## src/rtl/amem_pkg.sv

```systemverilog
package amem_pkg;
    localparam int DATA_W = 32;
    localparam int HALF_W = DATA_W / 2;
    localparam int BANKS  = 4;
    localparam int BANK_W = $clog2(BANKS);

    typedef enum logic [1:0] {
        ST_IDLE = 2'd0,
        ST_ACC1 = 2'd1,
        ST_ACC2 = 2'd2,
        ST_RESP = 2'd3
    } seq_st_e;

    typedef struct packed {
        logic              clk_en;
        logic [1:0]        bank_en;
        logic [BANKS-1:0]  pack_en;
    } cfg_t;
endpackage

```

## src/rtl/amem_cfg_reg.sv

```systemverilog
module amem_cfg_reg
    import amem_pkg::*;
#(
    parameter int              CFG_W     = 16,
    parameter logic [CFG_W-1:0] RESET_VAL = CFG_W'(16'h00F2),
    parameter logic [CFG_W-1:0] WR_MASK   = CFG_W'(16'h00F7)
) (
    input  logic             clk,
    input  logic             rst_n,
    input  logic             we,
    input  logic [CFG_W-1:0] wdata,
    output logic [CFG_W-1:0] rdata,
    output cfg_t             cfg
);
    logic [CFG_W-1:0] reg_d, reg_q;

    always_comb begin
        reg_d = reg_q;
        if (we) begin
            reg_d = wdata & WR_MASK;
        end
    end

    always_ff @(posedge clk or negedge rst_n) begin
        if (!rst_n) begin
            reg_q <= RESET_VAL;
        end else begin
            reg_q <= reg_d;
        end
    end

    assign rdata       = reg_q;
    assign cfg.clk_en  = reg_q[0];
    assign cfg.bank_en = reg_q[2:1];
    assign cfg.pack_en = reg_q[4 +: BANKS];
endmodule

```

## src/rtl/amem_bank_gate.sv

```systemverilog
module amem_bank_gate
    import amem_pkg::*;
(
    input  logic [1:0]        bank_en,
    input  logic [BANKS-1:0]  pack_en,
    input  logic [BANK_W-1:0] bank,
    output logic              bank_ok,
    output logic              bank_pk
);
    logic [BANKS-1:0] en_mask;

    for (genvar i = 0; i < BANKS; i++) begin : g_mask
        if (i == 0) begin : g_b0
            assign en_mask[i] = (bank_en != 2'b00);
        end else if (i == 1) begin : g_b1
            assign en_mask[i] = bank_en[1];
        end else begin : g_hi
            assign en_mask[i] = (bank_en == 2'b11);
        end
    end

    assign bank_ok = en_mask[bank];
    assign bank_pk = pack_en[bank];
endmodule

```

## src/rtl/amem_lane_map.sv

```systemverilog
module amem_lane_map
    import amem_pkg::*;
(
    input  logic              pk,
    input  logic [1:0]        size,
    input  logic [1:0]        lo_addr,
    input  logic              half_sel,
    input  logic [DATA_W-1:0] wdata_in,
    input  logic [DATA_W-1:0] rdata_in,
    output logic [3:0]        be_n,
    output logic [DATA_W-1:0] wdata_out,
    output logic [DATA_W-1:0] rdata_just
);
    always_comb begin
        be_n       = 4'hF;
        wdata_out  = '0;
        rdata_just = '0;
        if (pk) begin
            be_n[2] = 1'b1;
            be_n[3] = lo_addr[1];
            if (size[1]) begin
                be_n[3]               = half_sel;
                be_n[1:0]             = 2'b00;
                wdata_out[HALF_W-1:0] = half_sel ? wdata_in[DATA_W-1:HALF_W]
                                                 : wdata_in[HALF_W-1:0];
                rdata_just            = {{HALF_W{1'b0}}, rdata_in[HALF_W-1:0]};
            end else if (size[0]) begin
                be_n[1:0]             = 2'b00;
                wdata_out[HALF_W-1:0] = wdata_in[HALF_W-1:0];
                rdata_just            = {{HALF_W{1'b0}}, rdata_in[HALF_W-1:0]};
            end else begin
                be_n[1:0]             = lo_addr[0] ? 2'b01 : 2'b10;
                wdata_out[HALF_W-1:0] = lo_addr[0] ? {wdata_in[7:0], 8'h00}
                                                   : {8'h00, wdata_in[7:0]};
                rdata_just            = {24'h0, lo_addr[0] ? rdata_in[15:8]
                                                           : rdata_in[7:0]};
            end
        end else begin
            if (size[1]) begin
                be_n       = 4'b0000;
                wdata_out  = wdata_in;
                rdata_just = rdata_in;
            end else if (size[0]) begin
                be_n       = lo_addr[1] ? 4'b0011 : 4'b1100;
                wdata_out  = lo_addr[1] ? {wdata_in[HALF_W-1:0], {HALF_W{1'b0}}}
                                        : {{HALF_W{1'b0}}, wdata_in[HALF_W-1:0]};
                rdata_just = {{HALF_W{1'b0}}, lo_addr[1] ? rdata_in[DATA_W-1:HALF_W]
                                                         : rdata_in[HALF_W-1:0]};
            end else begin
                be_n       = ~(4'b0001 << lo_addr);
                wdata_out  = {24'h0, wdata_in[7:0]} << {lo_addr, 3'b000};
                rdata_just = {24'h0, 8'(rdata_in >> {lo_addr, 3'b000})};
            end
        end
    end
endmodule

```

## src/rtl/amem_seq.sv

```systemverilog
module amem_seq
    import amem_pkg::*;
#(
    parameter int ADDR_W = 12
) (
    input  logic              clk,
    input  logic              rst_n,
    input  logic              req_valid,
    output logic              req_ready,
    input  logic              req_write,
    input  logic [1:0]        req_size,
    input  logic [ADDR_W-1:0] req_addr,
    input  logic [DATA_W-1:0] req_wdata,
    input  logic              bank_ok,
    input  logic              bank_pk,
    input  logic [DATA_W-1:0] lane_rdata,
    output logic              rsp_valid,
    output logic              rsp_err,
    output logic [DATA_W-1:0] rsp_rdata,
    output logic              acc_active,
    output logic              acc_write,
    output logic [1:0]        acc_size,
    output logic [ADDR_W-1:0] acc_addr,
    output logic              acc_pk,
    output logic              acc_half,
    output logic [DATA_W-1:0] acc_wdata
);
    typedef struct packed {
        seq_st_e           st;
        logic              write;
        logic [1:0]        size;
        logic [ADDR_W-1:0] addr;
        logic [DATA_W-1:0] wdata;
        logic              pk;
        logic              err;
        logic              half;
        logic [DATA_W-1:0] rdata;
    } seq_t;

    seq_t s_d, s_q;

    always_comb begin
        s_d = s_q;
        unique case (s_q.st)
            ST_IDLE: begin
                if (req_valid) begin
                    s_d.write = req_write;
                    s_d.size  = req_size;
                    s_d.addr  = req_addr;
                    s_d.wdata = req_wdata;
                    s_d.pk    = bank_pk;
                    s_d.err   = !bank_ok;
                    s_d.half  = 1'b0;
                    s_d.rdata = '0;
                    s_d.st    = bank_ok ? ST_ACC1 : ST_RESP;
                end
            end
            ST_ACC1: begin
                if (s_q.pk && s_q.size[1]) begin
                    if (!s_q.write) begin
                        s_d.rdata[HALF_W-1:0] = lane_rdata[HALF_W-1:0];
                    end
                    s_d.half = 1'b1;
                    s_d.st   = ST_ACC2;
                end else begin
                    if (!s_q.write) begin
                        s_d.rdata = lane_rdata;
                    end
                    s_d.st = ST_RESP;
                end
            end
            ST_ACC2: begin
                if (!s_q.write) begin
                    s_d.rdata[DATA_W-1:HALF_W] = lane_rdata[HALF_W-1:0];
                end
                s_d.st = ST_RESP;
            end
            ST_RESP: begin
                s_d.st = ST_IDLE;
            end
            default: s_d.st = ST_IDLE;
        endcase
    end

    always_ff @(posedge clk or negedge rst_n) begin
        if (!rst_n) begin
            s_q <= '{st: ST_IDLE, size: 2'b00, addr: '0, wdata: '0,
                     rdata: '0, default: 1'b0};
        end else begin
            s_q <= s_d;
        end
    end

    assign req_ready  = (s_q.st == ST_IDLE);
    assign rsp_valid  = (s_q.st == ST_RESP);
    assign rsp_err    = rsp_valid && s_q.err;
    assign rsp_rdata  = rsp_valid ? s_q.rdata : '0;
    assign acc_active = (s_q.st == ST_ACC1) || (s_q.st == ST_ACC2);
    assign acc_write  = s_q.write;
    assign acc_size   = s_q.size;
    assign acc_addr   = s_q.addr;
    assign acc_pk     = s_q.pk;
    assign acc_half   = s_q.half;
    assign acc_wdata  = s_q.wdata;
endmodule

```

## src/rtl/amem_pack_adapter.sv

```systemverilog
module amem_pack_adapter
    import amem_pkg::*;
#(
    parameter int ADDR_W = 12,
    parameter int CFG_W  = 16
) (
    input  logic              clk,
    input  logic              rst_n,
    input  logic              cfg_we,
    input  logic [CFG_W-1:0]  cfg_wdata,
    output logic [CFG_W-1:0]  cfg_rdata,
    input  logic              req_valid,
    output logic              req_ready,
    input  logic              req_write,
    input  logic [1:0]        req_size,
    input  logic [ADDR_W-1:0] req_addr,
    input  logic [31:0]       req_wdata,
    output logic              rsp_valid,
    output logic              rsp_err,
    output logic [31:0]       rsp_rdata,
    output logic [3:0]        mem_cs_n,
    output logic              mem_rd_n,
    output logic              mem_wr_n,
    output logic [ADDR_W-3:0] mem_addr,
    output logic [3:0]        mem_be_n,
    output logic [31:0]       mem_wdata,
    input  logic [31:0]       mem_rdata,
    output logic              mem_clk_en
);
    cfg_t              cfg;
    logic              bank_ok, bank_pk;
    logic              acc_active, acc_write, acc_pk, acc_half;
    logic [1:0]        acc_size;
    logic [ADDR_W-1:0] acc_addr;
    logic [DATA_W-1:0] acc_wdata;
    logic [3:0]        lane_be_n;
    logic [DATA_W-1:0] lane_wdata, lane_rdata;
    logic [BANK_W-1:0] acc_bank;

    amem_cfg_reg #(.CFG_W(CFG_W)) u_cfg (
        .clk   (clk),
        .rst_n (rst_n),
        .we    (cfg_we),
        .wdata (cfg_wdata),
        .rdata (cfg_rdata),
        .cfg   (cfg)
    );

    amem_bank_gate u_gate (
        .bank_en (cfg.bank_en),
        .pack_en (cfg.pack_en),
        .bank    (req_addr[ADDR_W-1 -: BANK_W]),
        .bank_ok (bank_ok),
        .bank_pk (bank_pk)
    );

    amem_seq #(.ADDR_W(ADDR_W)) u_seq (
        .clk        (clk),
        .rst_n      (rst_n),
        .req_valid  (req_valid),
        .req_ready  (req_ready),
        .req_write  (req_write),
        .req_size   (req_size),
        .req_addr   (req_addr),
        .req_wdata  (req_wdata),
        .bank_ok    (bank_ok),
        .bank_pk    (bank_pk),
        .lane_rdata (lane_rdata),
        .rsp_valid  (rsp_valid),
        .rsp_err    (rsp_err),
        .rsp_rdata  (rsp_rdata),
        .acc_active (acc_active),
        .acc_write  (acc_write),
        .acc_size   (acc_size),
        .acc_addr   (acc_addr),
        .acc_pk     (acc_pk),
        .acc_half   (acc_half),
        .acc_wdata  (acc_wdata)
    );

    amem_lane_map u_lanes (
        .pk         (acc_pk),
        .size       (acc_size),
        .lo_addr    (acc_addr[1:0]),
        .half_sel   (acc_half),
        .wdata_in   (acc_wdata),
        .rdata_in   (mem_rdata),
        .be_n       (lane_be_n),
        .wdata_out  (lane_wdata),
        .rdata_just (lane_rdata)
    );

    assign acc_bank = acc_addr[ADDR_W-1 -: BANK_W];

    for (genvar i = 0; i < BANKS; i++) begin : g_cs
        assign mem_cs_n[i] = !(acc_active && (acc_bank == BANK_W'(i)));
    end

    assign mem_rd_n   = !(acc_active && !acc_write);
    assign mem_wr_n   = !(acc_active && acc_write);
    assign mem_addr   = acc_active ? acc_addr[ADDR_W-1:2] : '0;
    assign mem_be_n   = acc_active ? lane_be_n : 4'hF;
    assign mem_wdata  = (acc_active && acc_write) ? lane_wdata : '0;
    assign mem_clk_en = acc_active && cfg.clk_en;
endmodule

```

## config.mk

```make
export PLATFORM = sky130hd
export DESIGN_NAME = amem_pack_adapter
export DESIGN_NICKNAME = d
export VERILOG_FILES = /design/src/rtl/amem_pkg.sv /design/src/rtl/amem_cfg_reg.sv /design/src/rtl/amem_bank_gate.sv /design/src/rtl/amem_lane_map.sv /design/src/rtl/amem_seq.sv /design/src/rtl/amem_pack_adapter.sv
export SDC_FILE = /design/constraint.sdc
export NUM_CORES = 1
export LEC_CHECK = 0
export BUFFER_PORTS_ARGS = -buffer_cell sky130_fd_sc_hd__clkbuf_2
export CORE_ASPECT_RATIO = 1.2
export CORE_MARGIN = 5
export CORE_UTILIZATION = 54
export CTS_CLUSTER_SIZE = 12
export DETAILED_ROUTE_END_ITERATION = 8
export GPL_ROUTABILITY_DRIVEN = 0
export HOLD_SLACK_MARGIN = 0.05
export PLACE_DENSITY = 0.9
export SLEW_MARGIN = 20
export SYNTH_ARGS = -nofsm -noshare
export SYNTH_HDL_FRONTEND = slang
export SYNTH_SLANG_ARGS = --single-unit
```

## constraint.sdc

```tcl
create_clock -name clk -period 4.4 [get_ports clk]
set_input_delay 0.44 -clock clk [delete_from_list [all_inputs] [get_ports clk]]
set_output_delay 0.44 -clock clk [all_outputs]
set_load 0.01 [all_outputs]
```

==> flow_summary.yaml, run 1 <==
status:
  status: "completed"
timing:
  slew_headroom_pct: 29.32
  drv_slew: 0
  rsz0062_at_grt: "false"
  finalHoldViolCount: 0
  clock-skew-final_ps: 4.445
  setup_violations: 0
  fin_crit_ps: 3319
  finalCritPeriodShare_pct: 75.42
  hold_ws_ps: 183.7
  worst_pin_slew_ps: 1060
  tns_ps: 0
  fmax_ghz: 0.3013
floorplanning:
  design.core.area_um2: 9613
  pin_count: 203
  dieArea_um2: 11990
  die_y_um: 119.0
  rows: 39
  die_w_um: 100.8
  start_util_pct: 55.56
critical_path:
  cp_max_fo: 27
  path_class: "flop to primary output"
  r2r_start: "u_seq.s_q[82]"
  crit_required_ps: 3960
  end_kind: "primary output"
  rr_worst_depth: 5
  r2r_slack_ps: 1870
  critical_path_arrival_ps: 2880
  timing.rr.end: "u_seq.s_q[31]"
  worstSetupStartpointType: "flop"
routing:
  drt-initial-drc-count: 371
  viasPerCell: 5.937
  vias: 4839
  drtAntennaViolNets: 0
  routed_wl_um: 15580
  dr.pass1.iters: 6
  drcViolationCount: 0
  wl_per_cell_um: 19.11
cells_and_area:
  layout_common_cells: "clkbuf_2 (183), dfrtp_1 (86), mux2_2 (71), nor2_1 (52), and2_1 (44)"
  syn_to_final_growth_pct: 23.07
  fin_cells: 815
  nFillCells: 763
  nNetsFinal: 791
  final_common_cell: "clkbuf_2"
  drive_above_1_share_pct: 41.33
  design_area_um2: 6574
  diodes: 0
clock_network:
  cts-htree-levels: 3
  root_buffer: "clkbuf_16"
  path_clk_slew_ps: 60
  cts_tree: "done"
  cts_resized: 0
  holdBufCountCts: 0
  numCtsBuffers: 9
  clk_latency_ps: 340
  cts_setup_buffers: 0
  cts_sinks: 91
  cts_buffer_depth: 2
global_route:
  antenna_found_initial: 0
  grt_pass1_wl_um: 24470
  grt_usage_pct: 25.61
  grt_pass1_vias: 4833
  grt_max_degree: 92
  gr-total-overflow: 0
job:
  maxCapViolCount: 0
pwr:
  p_per_area_nw_per_um2: 766.5
  vdd.ir_drop.worst_uv: 514.4
  power_mw: 5.039
  power_leakage_nw: 3.269
synth:
  synth_ff_type: "dfrtp_1"
  syn-cell-area_um2: 5341
  syn_area_per_cell_um2: 10.08
  synth-edff-count: 0
  postSynthCellCount: 530
  synth-seq-cells: 91
  ys_seq_area_share_pct: 42.75
  synth.distinct_cells: 46
  yosysWarnings: 0
  synthArstFlopShare_pct: 100.0
hold_path:
  hold_class: "primary input to async pin"
placement:
  port_buffers: 184
  place_area_um2: 6223
  hpwl_um: 11500
  dp.cells: 800
worst max path at each step:
stage,cells past startpoint,startpoint,endpoint
after floorplan,6,u_seq.s_q[82],mem_wdata[10]
after global placement,5,u_seq.acc_pk,mem_wdata[7]
after detailed placement,5,u_seq.acc_pk,mem_wdata[15]
after CTS,5,u_seq.acc_pk,mem_wdata[15]
after global routing,5,u_seq.acc_pk,mem_wdata[7]
final,5,u_seq.acc_pk,mem_wdata[7]
worst max-delay path, stage by stage (launching register included):
cell	delay [ps]
dfrtp_1	880
nand2_1	720
mux2_2	490
a22oi_1	220
nor2_1	70
clkbuf_2	160
cells in the mapped netlist, types with 5 or more instances:
master    number  area [um^2]
buf_4          9        67.56
o21ai_0       17        85.08
nand2b_1       7        43.79
inv_1         11        41.29
a22oi_1       42        315.3
a211oi_1       8        60.06
mux2_2        71        799.5
nor2_1        52        195.2
mux2i_1       16        160.2
dfstp_2        5        131.4
a222oi_1       8        80.08
a22o_1        19        166.4
and2_1        44        275.3
nand3_1        6        30.03
buf_2         14        70.07
nand2_1       37        138.9
dfrtp_1       86         2152
clkbuf_1      19        71.32
o31ai_1        6        45.04
routing by layer:
metal  GRT usage (%)  part of all wire [%]  wire length, um
met4           9.014                   2.1              327
met3           5.965                    10             1602
met5               0                     0                0
met2           43.74                    51             7886
met1           31.38                    37             5759
power breakdown:
group          total (mW)  internal [mW]  switching [mW]
Clock               0.882          0.569           0.313
Combinational        2.54           1.13            1.42
Sequential           1.61           1.21           0.403
state kept, by name (all words and copies together) (netlist names):
| register | count |
|---|---|
| u_cfg.rdata | 7 |
| u_seq.acc_write | 1 |
| u_seq.acc_size | 2 |
| u_seq.acc_half | 1 |
| u_seq.acc_addr | 12 |
| u_seq.acc_wdata | 32 |
| u_seq.s_q | 35 |
| u_seq.acc_pk | 1 |
cell families after synthesis:
logic type      after synthesis  synth area share (%)
compound gates              119                 16.51
fa+ha+maj                     4                0.9370
flops                        91                 42.75
simple gates                167                 15.74
mux                          88                 18.39
other cells                   1               0.07021
buf+inv                      60                 5.598
final cells by class:
class / instances / area (um^2) / share of cell area (%)
multi-input combinational: 387 / 2796 / 42.54
sequential: 91 / 2283 / 34.74
timing repair buffer: 188 / 957.2 / 14.56
clock buffer: 11 / 242.7 / 3.692
tap: 123 / 153.9 / 2.341
clock inverter: 4 / 98.84 / 1.504
inverter: 11 / 41.29 / 0.6281
metrics by stage:
| stage | util [%] | worst slack, ps |
|---|---|---|
| CTS | 68.29 | 1061 |
| detailed placement | 64.74 | 1405 |
| finish | 68.38 | 1081 |
| global placement | 64.74 | 1559 |
| global route | 68.38 | 867.9 |
| floorplan | - | 2355 |
(Power assumes the default switching activity.)
==> run 2: changes to the inputs <==
--- a/config.mk
+++ b/config.mk
@@ -5,15 +5,16 @@
 export SDC_FILE = /design/constraint.sdc
 export NUM_CORES = 1
 export LEC_CHECK = 0
+export ABC_AREA = 1
 export BUFFER_PORTS_ARGS = -buffer_cell sky130_fd_sc_hd__clkbuf_2
 export CORE_ASPECT_RATIO = 1.2
 export CORE_MARGIN = 5
-export CORE_UTILIZATION = 54
+export CORE_UTILIZATION = 51
 export CTS_CLUSTER_SIZE = 12
 export DETAILED_ROUTE_END_ITERATION = 8
 export GPL_ROUTABILITY_DRIVEN = 0
 export HOLD_SLACK_MARGIN = 0.05
-export PLACE_DENSITY = 0.9
+export PLACE_DENSITY = 0.85
 export SLEW_MARGIN = 20
 export SYNTH_ARGS = -nofsm -noshare
 export SYNTH_HDL_FRONTEND = slang
==> constraint.sdc (replaced) <==
create_clock -name clk -period 3.4 [get_ports clk]
set_input_delay 0.34 -clock clk [delete_from_list [all_inputs] [get_ports clk]]
set_output_delay 0.34 -clock clk [all_outputs]
set_load 0.01 [all_outputs]
==> flow_summary.yaml, run 2 <==
critical_path:
  timing.rr.end: "u_seq.s_q[2]"
  end_kind: "primary output"
  path_class: "flop to primary output"
  path_cells: "inv_4, nand3_2, inv_2, nor2_4, nand3_1, a21oi_1, clkbuf_2"
  critical_path_arrival_ps: 2580
  cp_num_buf_inv: 3
  r2r_slack_ps: 950
  cp_top_family: "simple AND/OR/NAND/NOR gates"
  crit_slowest_cell: "dfrtp_1"
  crit_required_ps: 3060
  cp_max_fo: 16
  r2r_start: "u_seq.s_q[82]"
  rr_worst_depth: 11
  critPathMaxStageDelay_ps: 740
  worstSetupStartpointType: "flop"
clock_network:
  root_buffer: "clkbuf_16"
  cts_tree: "done"
  cts_resized: 0
  cts-htree-levels: 3
  path_clk_slew_ps: 70
  cts_buffer_depth: 2
  cts_sinks: 91
  clk_latency_ps: 340
  numCtsBuffers: 9
  cts_setup_buffers: 0
  holdBufCountCts: 1
synth:
  synth.area.top_cells: "dfrtp_1 (38%), nand2_1 (22%), inv_1 (7.3%)"
  yosysWarnings: 0
  ys_seq_area_share_pct: 39.82
  synth_ff_type: "dfrtp_1"
  synth_top_area_share_pct: 37.53
  synth-edff-count: 0
  postSynthCellCount: 835
  syn-cell-area_um2: 5734
  synth_common_cells: "nand2_1 (329), inv_1 (111), dfrtp_1 (86)"
  synth.largest_area_cell: "dfrtp_1"
  synthArstFlopShare_pct: 100.0
  synth_most_common_cell: "nand2_1"
  syn_area_per_cell_um2: 6.867
  synth-seq-cells: 91
  synth.distinct_cells: 37
global_route:
  antenna_found_initial: 0
  grt_max_degree: 70
  grt_pass1_vias: 5693
  grt_usage_pct: 25.70
  grt_pass1_wl_um: 27650
  gr-total-overflow: 0
routing:
  viasPerCell: 5.461
  drt-initial-drc-count: 402
  wl_per_cell_um: 15.43
  vias: 6165
  routed_wl_um: 17420
  drtAntennaViolNets: 0
  dr.pass1.iters: 5
  drcViolationCount: 0
floorplanning:
  dieArea_um2: 13470
  rows: 42
  start_util_pct: 51.96
  pin_count: 203
  die_w_um: 106.8
  design.core.area_um2: 11040
  die_y_um: 126.2
timing:
  finalCritPeriodShare_pct: 86.03
  fmax_ghz: 0.3419
  slew_headroom_pct: 39.51
  drv_slew: 0
  fin_crit_ps: 2925
  layout_setup_ws_ps: 475.0
  tns_ps: 0
  rsz0062_at_grt: "false"
  hold_ws_ps: 187.8
  worst_pin_slew_ps: 907.4
  setup_violations: 0
  finalHoldViolCount: 0
  clock-skew-final_ps: 4.191
pwr:
  power_leakage_nw: 4.009
  power_mw: 6.386
  p_per_area_nw_per_um2: 923.0
  vdd.ir_drop.worst_uv: 543.4
placement:
  hpwl_um: 12620
  dp.cells: 1112
  port_buffers: 184
  place_ws_ps: 922.7
cells_and_area:
  diodes: 0
  regMostFlops: "u_seq.s_q"
  fin_cells: 1129
  layout_common_cells: "nand2_1 (329), clkbuf_2 (183), inv_1 (111), dfrtp_1 (86), o21ai_0 (48)"
  regArea_um2: 2283
  syn_to_final_growth_pct: 20.66
  final_common_cell: "nand2_1"
  largest_reg_flops: 35
  drive_above_1_share_pct: 23.87
  nFillCells: 1018
  multi_input_area_um2: 2708
  nNetsFinal: 1095
hold_path:
  hold_end: "u_seq.acc_wdata[22]"
  hold_start: "req_wdata[22]"
  hold_class: "primary input to flop"
  min_path_cells: 3
status:
  status: "completed"
job:
  maxCapViolCount: 0
run 2: changes by cell type in the layout (fill, tap and decap cells not counted), moves of 32 or more:
cell / change
nand2_1: +293
and2_1: -44
mux2_2: -67
a22oi_1: -42
inv_1: +100
a21oi_1: +32
nand3_1: +41
run 2: metrics by stage:
step	utilization, %	area, um^2
6_report	62.70	6919
5_1_grt	62.70	6919
4_1_cts	62.70	6919
3_5_place_dp	59.80	6599
3_3_place_gp	59.80	6599
2_1_floorplan	-	5764
run 2: worst max path at each step:
stage,startpoint,end,slack [ps],cells past startpoint
floorplan,u_seq.s_q[82],mem_wdata[10],1560,6
global placement,u_seq.acc_pk,mem_wdata[2],970,7
detailed placement,u_seq.acc_pk,mem_wdata[3],920,7
CTS,u_seq.acc_pk,mem_wdata[3],540,7
global route,u_seq.acc_pk,mem_wdata[3],320,7
finish,u_seq.acc_pk,mem_wdata[3],480,7
run 2: area by class of cell:
type	instances	share of cell area (%)
multi-input cells	576	39.13
flip-flops and latches	91	33.00
repair buffers	193	14.36
inverters	121	6.637
clock buffers	10	3.454
well taps	132	2.387
clock inverters	6	1.031
run 2: tightest hold or removal path, stage by stage:
cell	delay, ps
clkbuf_2	70
nand2_1	40
nand2_1	40
run 2: report_power, final:
group          internal, mW  switching [mW]  leakage, nW  total, mW
registers              1.54           0.379         1.16       1.92
logic                  1.10            2.32         2.71       3.43
clock network         0.597           0.444        0.146       1.04
run 2: cell families after synthesis:
| family | share of synthesized area [%] |
|---|---|
| flip-flops | 39.82 |
| AO/OA/AOI/OAI | 15.91 |
| AND/OR/NAND/NOR | 29.06 |
| other | 0.06540 |
| multiplexers | 0.7855 |
| adder cells (fa/ha/maj) | 0.8728 |
| buffers and inverters | 13.48 |
run 2: layer usage:
layer,GRT usage [%],share of wire [%],up-vias
li1,-,-,2953
met1,32.66,39,2840
met2,42.11,48,331
met3,5.476,9.8,41
met4,11.36,3.6,0
met5,0,0,-
